==> src/rtl/alu_sf_pkg.sv <==
package alu_sf_pkg;
  localparam int unsigned OP_W = 4;

  typedef enum logic [OP_W-1:0] {
    OP_ADD  = 4'd0,
    OP_ADC  = 4'd1,
    OP_SUB  = 4'd2,
    OP_SBB  = 4'd3,
    OP_INC  = 4'd4,
    OP_DEC  = 4'd5,
    OP_CMP  = 4'd6,
    OP_AND  = 4'd7,
    OP_OR   = 4'd8,
    OP_XOR  = 4'd9,
    OP_TEST = 4'd10
  } alu_op_e;

  typedef enum logic [1:0] {
    LF_AND = 2'd0,
    LF_OR  = 2'd1,
    LF_XOR = 2'd2
  } lgc_fn_e;

  typedef struct packed {
    logic cf;
    logic pf;
    logic af;
    logic zf;
    logic sf;
    logic of;
  } alu_flags_t;

  typedef struct packed {
    logic    valid;
    logic    arith;
    logic    sub;
    logic    use_one;
    logic    use_cin;
    logic    keep_cf;
    logic    wb;
    lgc_fn_e lfn;
  } alu_ctl_t;
endpackage

==> src/rtl/alu_sf_decode.sv <==
module alu_sf_decode
  import alu_sf_pkg::*;
(
  input  logic [OP_W-1:0] op_i,
  output alu_ctl_t        ctl_o
);
  always_comb begin
    ctl_o = '{valid: 1'b1, arith: 1'b1, sub: 1'b0, use_one: 1'b0,
              use_cin: 1'b0, keep_cf: 1'b0, wb: 1'b1, lfn: LF_AND};
    unique case (op_i)
      OP_ADD: ;
      OP_ADC: ctl_o.use_cin = 1'b1;
      OP_SUB: ctl_o.sub = 1'b1;
      OP_SBB: begin
        ctl_o.sub     = 1'b1;
        ctl_o.use_cin = 1'b1;
      end
      OP_INC: begin
        ctl_o.use_one = 1'b1;
        ctl_o.keep_cf = 1'b1;
      end
      OP_DEC: begin
        ctl_o.sub     = 1'b1;
        ctl_o.use_one = 1'b1;
        ctl_o.keep_cf = 1'b1;
      end
      OP_CMP: begin
        ctl_o.sub = 1'b1;
        ctl_o.wb  = 1'b0;
      end
      OP_AND: ctl_o.arith = 1'b0;
      OP_OR: begin
        ctl_o.arith = 1'b0;
        ctl_o.lfn   = LF_OR;
      end
      OP_XOR: begin
        ctl_o.arith = 1'b0;
        ctl_o.lfn   = LF_XOR;
      end
      OP_TEST: begin
        ctl_o.arith = 1'b0;
        ctl_o.wb    = 1'b0;
      end
      default: begin
        ctl_o.valid = 1'b0;
        ctl_o.arith = 1'b0;
        ctl_o.wb    = 1'b0;
      end
    endcase
  end
endmodule

==> src/rtl/alu_sf_addsub.sv <==
module alu_sf_addsub #(
  parameter int unsigned DATA_W = 16
) (
  input  logic [DATA_W-1:0]   a_i,
  input  logic [DATA_W-1:0]   y_i,   // already inverted for subtraction
  input  logic                c0_i,
  output logic [DATA_W-1:0]   sum_o,
  output logic [DATA_W/4:0]   nib_c_o
);
  localparam int unsigned NIB_N = DATA_W / 4;

  assign nib_c_o[0] = c0_i;

  // nibble-sliced ripple so carries at bit 3 and 7 are exposed
  for (genvar i = 0; i < NIB_N; i++) begin : g_nib
    logic [4:0] part;
    assign part = {1'b0, a_i[i*4 +: 4]} + {1'b0, y_i[i*4 +: 4]} + {4'd0, nib_c_o[i]};
    assign sum_o[i*4 +: 4] = part[3:0];
    assign nib_c_o[i+1]    = part[4];
  end
endmodule

==> src/rtl/alu_sf_logic.sv <==
module alu_sf_logic
  import alu_sf_pkg::*;
#(
  parameter int unsigned DATA_W = 16
) (
  input  logic [DATA_W-1:0] a_i,
  input  logic [DATA_W-1:0] b_i,
  input  lgc_fn_e           fn_i,
  output logic [DATA_W-1:0] res_o
);
  always_comb begin
    unique case (fn_i)
      LF_OR:   res_o = a_i | b_i;
      LF_XOR:  res_o = a_i ^ b_i;
      default: res_o = a_i & b_i;
    endcase
  end
endmodule

==> src/rtl/alu_sf_flags.sv <==
module alu_sf_flags
  import alu_sf_pkg::*;
#(
  parameter int unsigned DATA_W = 16
) (
  input  alu_ctl_t            ctl_i,
  input  logic                word_i,
  input  logic                cin_i,
  input  logic [DATA_W-1:0]   a_i,
  input  logic [DATA_W-1:0]   y_i,
  input  logic [DATA_W-1:0]   sum_i,
  input  logic [DATA_W/4:0]   nib_c_i,
  input  logic [DATA_W-1:0]   lgc_i,
  output logic [DATA_W-1:0]   res_o,
  output alu_flags_t          flg_o
);
  localparam int unsigned HALF_W = DATA_W / 2;
  localparam int unsigned NIB_N  = DATA_W / 4;

  logic [DATA_W-1:0] full;
  logic              a_s, y_s, r_s, c_top;

  assign full  = ctl_i.arith ? sum_i : lgc_i;
  assign a_s   = word_i ? a_i[DATA_W-1] : a_i[HALF_W-1];
  assign y_s   = word_i ? y_i[DATA_W-1] : y_i[HALF_W-1];
  assign c_top = word_i ? nib_c_i[NIB_N] : nib_c_i[NIB_N/2];

  always_comb begin
    res_o = '0;
    if (ctl_i.valid) begin
      res_o[HALF_W-1:0] = full[HALF_W-1:0];
      if (word_i) res_o[DATA_W-1:HALF_W] = full[DATA_W-1:HALF_W];
    end
  end

  assign r_s = word_i ? res_o[DATA_W-1] : res_o[HALF_W-1];

  always_comb begin
    flg_o = '0;
    if (ctl_i.valid) begin
      flg_o.zf = (res_o == '0);
      flg_o.sf = r_s;
      flg_o.pf = ~^res_o[HALF_W-1:0];
      if (ctl_i.arith) begin
        flg_o.af = nib_c_i[1] ^ ctl_i.sub;
        flg_o.of = (a_s == y_s) && (r_s != a_s);
        flg_o.cf = ctl_i.keep_cf ? cin_i : (c_top ^ ctl_i.sub);
      end
    end
  end
endmodule

==> src/rtl/alu_sf_top.sv <==
module alu_sf_top
  import alu_sf_pkg::*;
#(
  parameter int unsigned DATA_W  = 16,
  parameter bit          OUT_REG = 1'b1
) (
  input  logic              clk_i,
  input  logic              rst_ni,
  input  logic [3:0]        op_i,
  input  logic              word_i,
  input  logic [DATA_W-1:0] a_i,
  input  logic [DATA_W-1:0] b_i,
  input  logic              cin_i,
  output logic [DATA_W-1:0] res_o,
  output logic              cf_o,
  output logic              pf_o,
  output logic              af_o,
  output logic              zf_o,
  output logic              sf_o,
  output logic              of_o,
  output logic              wb_o
);
  localparam int unsigned HALF_W = DATA_W / 2;
  localparam int unsigned NIB_N  = DATA_W / 4;

  alu_ctl_t          ctl;
  logic [DATA_W-1:0] b_eff, y, sum, lgc, res_c;
  logic [NIB_N:0]    nib_c;
  logic              c_in_eff;
  alu_flags_t        flg_c;

  alu_sf_decode u_dec (.op_i(op_i), .ctl_o(ctl));

  assign b_eff    = ctl.use_one ? DATA_W'(1) : b_i;
  assign y        = ctl.sub ? ~b_eff : b_eff;
  assign c_in_eff = (ctl.use_cin & cin_i) ^ ctl.sub;

  alu_sf_addsub #(.DATA_W(DATA_W)) u_add (
    .a_i(a_i), .y_i(y), .c0_i(c_in_eff), .sum_o(sum), .nib_c_o(nib_c)
  );

  alu_sf_logic #(.DATA_W(DATA_W)) u_lgc (
    .a_i(a_i), .b_i(b_i), .fn_i(ctl.lfn), .res_o(lgc)
  );

  alu_sf_flags #(.DATA_W(DATA_W)) u_flg (
    .ctl_i(ctl), .word_i(word_i), .cin_i(cin_i), .a_i(a_i), .y_i(y),
    .sum_i(sum), .nib_c_i(nib_c), .lgc_i(lgc), .res_o(res_c), .flg_o(flg_c)
  );

  if (OUT_REG) begin : g_oreg
    always_ff @(posedge clk_i or negedge rst_ni) begin
      if (!rst_ni) begin
        res_o <= '0;
        {cf_o, pf_o, af_o, zf_o, sf_o, of_o} <= '0;
        wb_o  <= 1'b0;
      end else begin
        res_o <= res_c;
        {cf_o, pf_o, af_o, zf_o, sf_o, of_o} <= flg_c;
        wb_o  <= ctl.wb;
      end
    end
  end else begin : g_comb
    assign res_o = res_c;
    assign {cf_o, pf_o, af_o, zf_o, sf_o, of_o} = flg_c;
    assign wb_o  = ctl.wb;
  end

  // adding zero with no carry returns the operand in the selected size
  a_r1_add_zero: assert property (@(posedge clk_i) disable iff (!rst_ni)
    (op_i == OP_ADD && b_i == '0) |->
      (res_c[HALF_W-1:0] == a_i[HALF_W-1:0] && !flg_c.cf && !flg_c.af));

  a_r4_zero_consistent: assert property (@(posedge clk_i) disable iff (!rst_ni)
    flg_c.zf |-> (!flg_c.sf && flg_c.pf));

  a_r7_incdec_keep_cf: assert property (@(posedge clk_i) disable iff (!rst_ni)
    (op_i == OP_INC || op_i == OP_DEC) |-> (flg_c.cf == cin_i));

  a_r8_logic_clear: assert property (@(posedge clk_i) disable iff (!rst_ni)
    (op_i inside {OP_AND, OP_OR, OP_XOR, OP_TEST}) |->
      (!flg_c.cf && !flg_c.of && !flg_c.af));

  a_r9_no_writeback: assert property (@(posedge clk_i) disable iff (!rst_ni)
    (op_i == OP_CMP || op_i == OP_TEST) |-> !ctl.wb);

  a_r10_byte_hi_zero: assert property (@(posedge clk_i) disable iff (!rst_ni)
    !word_i |-> (res_c[DATA_W-1:HALF_W] == '0));

  a_r12_bad_op_quiet: assert property (@(posedge clk_i) disable iff (!rst_ni)
    (op_i > OP_TEST) |-> (res_c == '0 && flg_c == '0 && !ctl.wb));
endmodule

==> config.mk <==
export PLATFORM = sky130hd
export DESIGN_NAME = alu_sf_top
export DESIGN_NICKNAME = d
export VERILOG_FILES = /design/src/rtl/alu_sf_pkg.sv /design/src/rtl/alu_sf_decode.sv /design/src/rtl/alu_sf_addsub.sv /design/src/rtl/alu_sf_logic.sv /design/src/rtl/alu_sf_flags.sv /design/src/rtl/alu_sf_top.sv
export SDC_FILE = /design/constraint.sdc
export NUM_CORES = 1
export LEC_CHECK = 0
export ABC_AREA = 1
export ABC_CLOCK_PERIOD_IN_PS = 1300
export CORE_ASPECT_RATIO = 1.1
export CORE_MARGIN = 2
export CORE_UTILIZATION = 70
export DETAILED_ROUTE_END_ITERATION = 16
export DONT_BUFFER_PORTS = 1
export PLACE_DENSITY = 0.86
export SLEW_MARGIN = 25
export SYNTH_ARGS = -nofsm -noshare
export SYNTH_HDL_FRONTEND = slang
export SYNTH_SLANG_ARGS = --single-unit
==> constraint.sdc <==
create_clock -name clk_i -period 1.3 [get_ports clk_i]
set_clock_uncertainty 0.2 [all_clocks]
set_input_delay 0.195 -clock clk_i [delete_from_list [all_inputs] [get_ports clk_i]]
set_output_delay 0.195 -clock clk_i [all_outputs]
set_load 0.05 [all_outputs]
==> results of run 1 <==
-- cells by family after synthesis --
family,synth area share (%)
AND/OR/NAND/NOR,25.5
XOR/XNOR,6.76
flip-flops,19.3
buffers and inverters,12.5
adder cells (fa/ha/maj),26.8
AO/OA/AOI/OAI,9.16
-- through the flow --
| step | util (%) | hold WS, ns | area, sq um |
|---|---|---|---|
| after detailed placement | 87.2 | -0.300 | 3510 |
| after global placement | 87.2 | -0.300 | 3510 |
| after floorplan | - | -0.301 | 3070 |
==> run summary, run 1 <==
The tools report the final weighted congestion in routability-driven placement as 1.03. The area share of the largest cell type after synthesis works out to 21.4%. After technology mapping, the gate count stands at 411. The maximum buffer depth of the clock tree was 2. By area the synthesized netlist is led by sky130_fd_sc_hd__ha_1 (21%), sky130_fd_sc_hd__dfrtp_1 (19%), sky130_fd_sc_hd__nand2_1 (11%), sky130_fd_sc_hd__inv_1 (9.2%), sky130_fd_sc_hd__nand3_1 (5.7%).

For the clock net sink count, the log shows 23. In the synthesized netlist, the cells that appear most often are sky130_fd_sc_hd__nand2_1 (85), sky130_fd_sc_hd__inv_1 (73), sky130_fd_sc_hd__ha_1 (51). For this run, the number of Yosys warnings is 0. In the synthesized netlist the dominant register cell turns out to be sky130_fd_sc_hd__dfrtp_1.

The run gives -3.60 ns as the setup slack at placement. The tools report the HPWL after detailed placement as 7.08 mm. The stage where the run came to a stop is clock tree synthesis (4_1_cts). The mean instance size in the synthesized netlist is 7.25 sq um. The count of buffers added on input and output ports is 0.

After detailed placement, the design holds a cell count of 512. Pin placement for this block handled 63 I/O pins. H-tree depth: 1.

The root buffer cell was sky130_fd_sc_hd__clkbuf_8. For the post-synthesis instance area, the log shows 2980 sq um. The tool reported: "[ERROR DPL-0033] detailed placement checks failed during check placement". The floorplan has 24 rows.

Cell taking the most area after synthesis: sky130_fd_sc_hd__ha_1. Once the clock tree was built, the setup fixing pass inserted 36 buffers. The number of hold buffers added after CTS was 4. Most instantiated library cell after synthesis: sky130_fd_sc_hd__nand2_1.

The synthesized flop and latch total is 23, and the sequential element share of the synthesized area is 19.3%. The number of synthesized flops with an enable pin is 0. Once the floorplan was initialized, standard cells occupied 74.0% of the core. For this run, asynchronously set or reset flops after synthesis account for 100%. The number of distinct library cells after synthesis was 32.

The tools report the number of buffers created by CTS as 3. The die outline height was 72.4 microns. After clock tree synthesis, the repair step resized 44 gates. The synthesized net count is 510, and the die extent in x is 66.2 microns. The flow did not finish.
==> inputs of run 2 (changes only) <==
CORE_ASPECT_RATIO = unset   (was 1.1)
CORE_UTILIZATION = 40   (was 70)
PLACE_DENSITY = unset   (was 0.86)
PLACE_DENSITY_LB_ADDON = 0.15   (was unset)
==> run summary, run 2 <==
The logs give 2030 uW for the internal portion of total power and 24 for the pin count of the biggest net entering global routing. After synthesis the cells add up to 2980 sq um. The cell sitting at the root of the clock tree is a sky130_fd_sc_hd__clkbuf_8. For the worst-case setup margin in the final layout, the log shows -3.31 ns. The die outline height was 90.3 microns; the global-route usage over all layers was 18.0%. The total detailed-routing wirelength came out at 7.66 mm. The commonest cells after synthesis are sky130_fd_sc_hd__nand2_1 (85), sky130_fd_sc_hd__inv_1 (73), sky130_fd_sc_hd__ha_1 (51). Leaving out fill and tap cells, the most frequent cell in the layout is sky130_fd_sc_hd__buf_4. IR analysis of the VDD net gives a maximum drop of 398 uV. The die covers 8150 sq um. The clock passes through at most 2 buffers.

The fraction of synthesis flops using an asynchronous set or reset pin is 100%, and the count of warnings emitted by yosys is 0. Mean instance size in the synthesized netlist: 7.25 sq um. The analysis attributes to cell leakage a power of 0.00222 uW. The area growth from synthesis to layout is 38.3%. The area of placed instances is 3690 sq um, and the count of final setup violators is 22. For this run, design rule violations remaining after detail routing come to 0. At the end of routability-driven placement, the weighted congestion stood at 0.875. Of the synthesized area, sequential elements account for 19.3%. The run gives 603 as the number of nets in the final layout. The via count of the first global-routing pass came out at 2686. The startpoint of the tightest hold check path is op_i[1]. The data arrival time of the critical path was 4.56 ns; the summed area of non-filler cells in the final layout was 4120 sq um. Worst slew margin relative to its limit: 67.7%. The number of buffers created by CTS is 3.

63 I/O pins were placed. Registers are responsible for 31.9% of the overall power. The share of power burned in the clock network is 11.9%.

Clock-pin slew was measured on the worst setup and hold paths at 0.07 ns. Max-cap violations in this run came to 0. The worst path uses 354% of the clock period.

The run gives 0 as the total count of hold-check failures in the final report. The tools report the combinational group share of total power as 56.3%. The average wire length per cell after detail routing is 12.7 microns, and the total negative slack for setup checks is -46.16 ns. The synthesized net count is 510, and the number of distinct library cells after synthesis is 32.

For the total via count after detailed routing, the log shows 2831. The final core utilization came out at 57.1%. The flow ran to the end, but the final reports show violations.

The first global-routing pass estimated 12.3 mm of wire. After detailed routing, the number of vias per cell comes to 4.70. Largest register by flop count: res_o. The number of cell rows was 31; the minimum hold slack was 0.0113 ns. The final count of pins violating max slew was 0. The worst setup path is captured at a register. In the final layout, the share of cells above drive strength 1 is 37.6%. The logs give 0 for the final antenna-violating net count and 0 for the initial antenna violation count. At the pin with the least slew margin, the transition time is 0.485 ns. In the layout the commonest cells are sky130_fd_sc_hd__buf_4 (90), sky130_fd_sc_hd__nand2_1 (68), sky130_fd_sc_hd__inv_1 (64). For the starting density of the core, the log shows 41.3%.

The first-pass detailed-route iteration total is 4, and the area of the core region is 7210 sq um. Top flip-flop cell by instance count after synthesis: sky130_fd_sc_hd__dfrtp_1. Counting flops with a built-in enable in the synthesized netlist gives 0. The startpoint class of the critical path is an input pin.

For this design, the sink count on the clock tree is 23. STA puts the critical path data required time at 1.25 ns. Of the total power, the share spent switching nets is 42.5%. Residual overflow from global routing: 0. TritonCTS built the clock tree. In this run the power spent charging and discharging nets is 1500 uW. The HPWL after detailed placement came out at 6.20 mm. The H-tree depth is 1, and the number of port buffers is 0.

Synthesis produced 411 cells. The startpoint-to-endpoint class of the critical path is in -> reg. In this run the horizontal extent of the chip is 90.3 microns. Maximum fanout along the worst path: 6.

The final reports fail on negative setup slack. The smallest clock period supported by the final layout is computed as 4.61 ns. The top cell type by area accounts for 21.4% of the synthesized area. The number of antenna diodes in the final layout is 0. The worst hold path passes through 2 cells. Setup repair after global routing could not meet its margin everywhere. After the first detailed-routing iteration, the DRC count stood at 79. Synthesis inferred 23 register bits. In the post-synthesis netlist, the biggest area contributors are sky130_fd_sc_hd__ha_1 (21%), sky130_fd_sc_hd__dfrtp_1 (19%), sky130_fd_sc_hd__nand2_1 (11%), sky130_fd_sc_hd__inv_1 (9.2%), sky130_fd_sc_hd__nand3_1 (5.7%).

The tools report the worst hold path endpoint as wb_o. Flip-flop count of the largest register, all copies and words added: 16. Most instantiated library cell after synthesis: sky130_fd_sc_hd__nand2_1. The cell taking the most area after synthesis was sky130_fd_sc_hd__ha_1.

The power per unit of standard cell area is 855 nW/um^2. Type of the most critical hold path: in -> reg. The fmax came out at 217 MHz.
run 2: cell counts after synthesis:
No cell type changed its count.
run 2: metal layers:
layer  wire length (microns)  up-vias  track usage [%]  share of wire (%)
li1                        -     1465                -                  -
met1                    3770     1312             25.4                 49
met2                    3560       50             29.9                 46
met3                     291        4             2.59                3.8
met4                      34        0             2.69               0.44
met5                       0        -                0                  0
run 2: repair_timing:
item | in CTS | in global routing
pin swaps | 15 | 8
endpoints found under the hold margin | 23 | 23
gates resized for setup | 33 | 27
endpoints found under the setup margin | 22 | 27
gates cloned | 0 | 0
buffers inserted | 14 | 9
hold buffers | 1 | 1
run 2: cell families after synthesis:
| logic type | count (synthesis) | synth area share, % |
|---|---|---|
| compound gates | 48 | 9.16 |
| xor+xnor | 23 | 6.76 |
| fa+ha+maj | 59 | 26.8 |
| buf+inv | 88 | 12.5 |
| flops | 23 | 19.3 |
| simple gates | 170 | 25.5 |
run 2: critical path, cell delays in order:
cell and delay, ns:
sky130_fd_sc_hd__inv_8 0.02, sky130_fd_sc_hd__nand2_4 0.05, sky130_fd_sc_hd__nand2_4 0.05, sky130_fd_sc_hd__nand2_4 0.06, sky130_fd_sc_hd__nand2_4 0.07, sky130_fd_sc_hd__xor2_2 0.16, sky130_fd_sc_hd__fa_2 0.39, sky130_fd_sc_hd__fa_2 0.38
sky130_fd_sc_hd__nand3_2 0.08, sky130_fd_sc_hd__nand2_2 0.07, sky130_fd_sc_hd__fa_2 0.37, sky130_fd_sc_hd__fa_2 0.36, sky130_fd_sc_hd__nand3_2 0.08, sky130_fd_sc_hd__nand2_2 0.07, sky130_fd_sc_hd__fa_2 0.36, sky130_fd_sc_hd__fa_2 0.36
sky130_fd_sc_hd__a21oi_2 0.14, sky130_fd_sc_hd__o21bai_1 0.10, sky130_fd_sc_hd__fa_2 0.36, sky130_fd_sc_hd__inv_2 0.06, sky130_fd_sc_hd__fa_2 0.43, sky130_fd_sc_hd__nand2_2 0.08, sky130_fd_sc_hd__nand3_2 0.08, sky130_fd_sc_hd__nand2_1 0.06
sky130_fd_sc_hd__nor2_1 0.03, sky130_fd_sc_hd__nand2_1 0.05, sky130_fd_sc_hd__nor2_1 0.04
run 2: cell type report:
| type | count | area (sq um) |
|---|---|---|
| sequential | 23 | 582 |
| clock buffer | 4 | 45.0 |
| tap | 99 | 124 |
| multi-input combinational | 300 | 2270 |
| fill | 721 | 3100 |
| inverter | 77 | 312 |
| timing repair buffer | 99 | 782 |
run 2: power by group through the flow:
| stage | clock network, uW | registers, uW | logic, uW |
|---|---|---|---|
| after detailed placement | 0 | 1130 | 1660 |
| after global routing | 460 | 1130 | 2200 |
| after floorplan | 0 | 1230 | 1020 |
| final | 417 | 1120 | 1980 |
| after global placement | 0 | 1130 | 1640 |
| after CTS | 432 | 1120 | 1830 |
run 2: how the worst max path moves through the flow:
stage	endpoint	from	slack, ns	cells after the start
3_3_place_gp	zf_o	op_i[1]	-3.47	27
3_5_place_dp	zf_o	op_i[1]	-3.55	27
4_1_cts	zf_o	op_i[0]	-3.22	27
6_report	zf_o	op_i[1]	-3.31	27
5_1_grt	zf_o	op_i[1]	-3.48	27
2_1_floorplan	zf_o	op_i[0]	-3.60	29
run 2: stage by stage:
step	cells	power (uW)	setup WS [ns]
2_1_floorplan	411	2250	-3.60
3_3_place_gp	576	2770	-3.47
3_5_place_dp	576	2790	-3.55
4_1_cts	593	3380	-3.22
5_1_grt	602	3800	-3.48
6_report	602	3520	-3.31
Note: power is estimated with default switching activity, not from simulation.
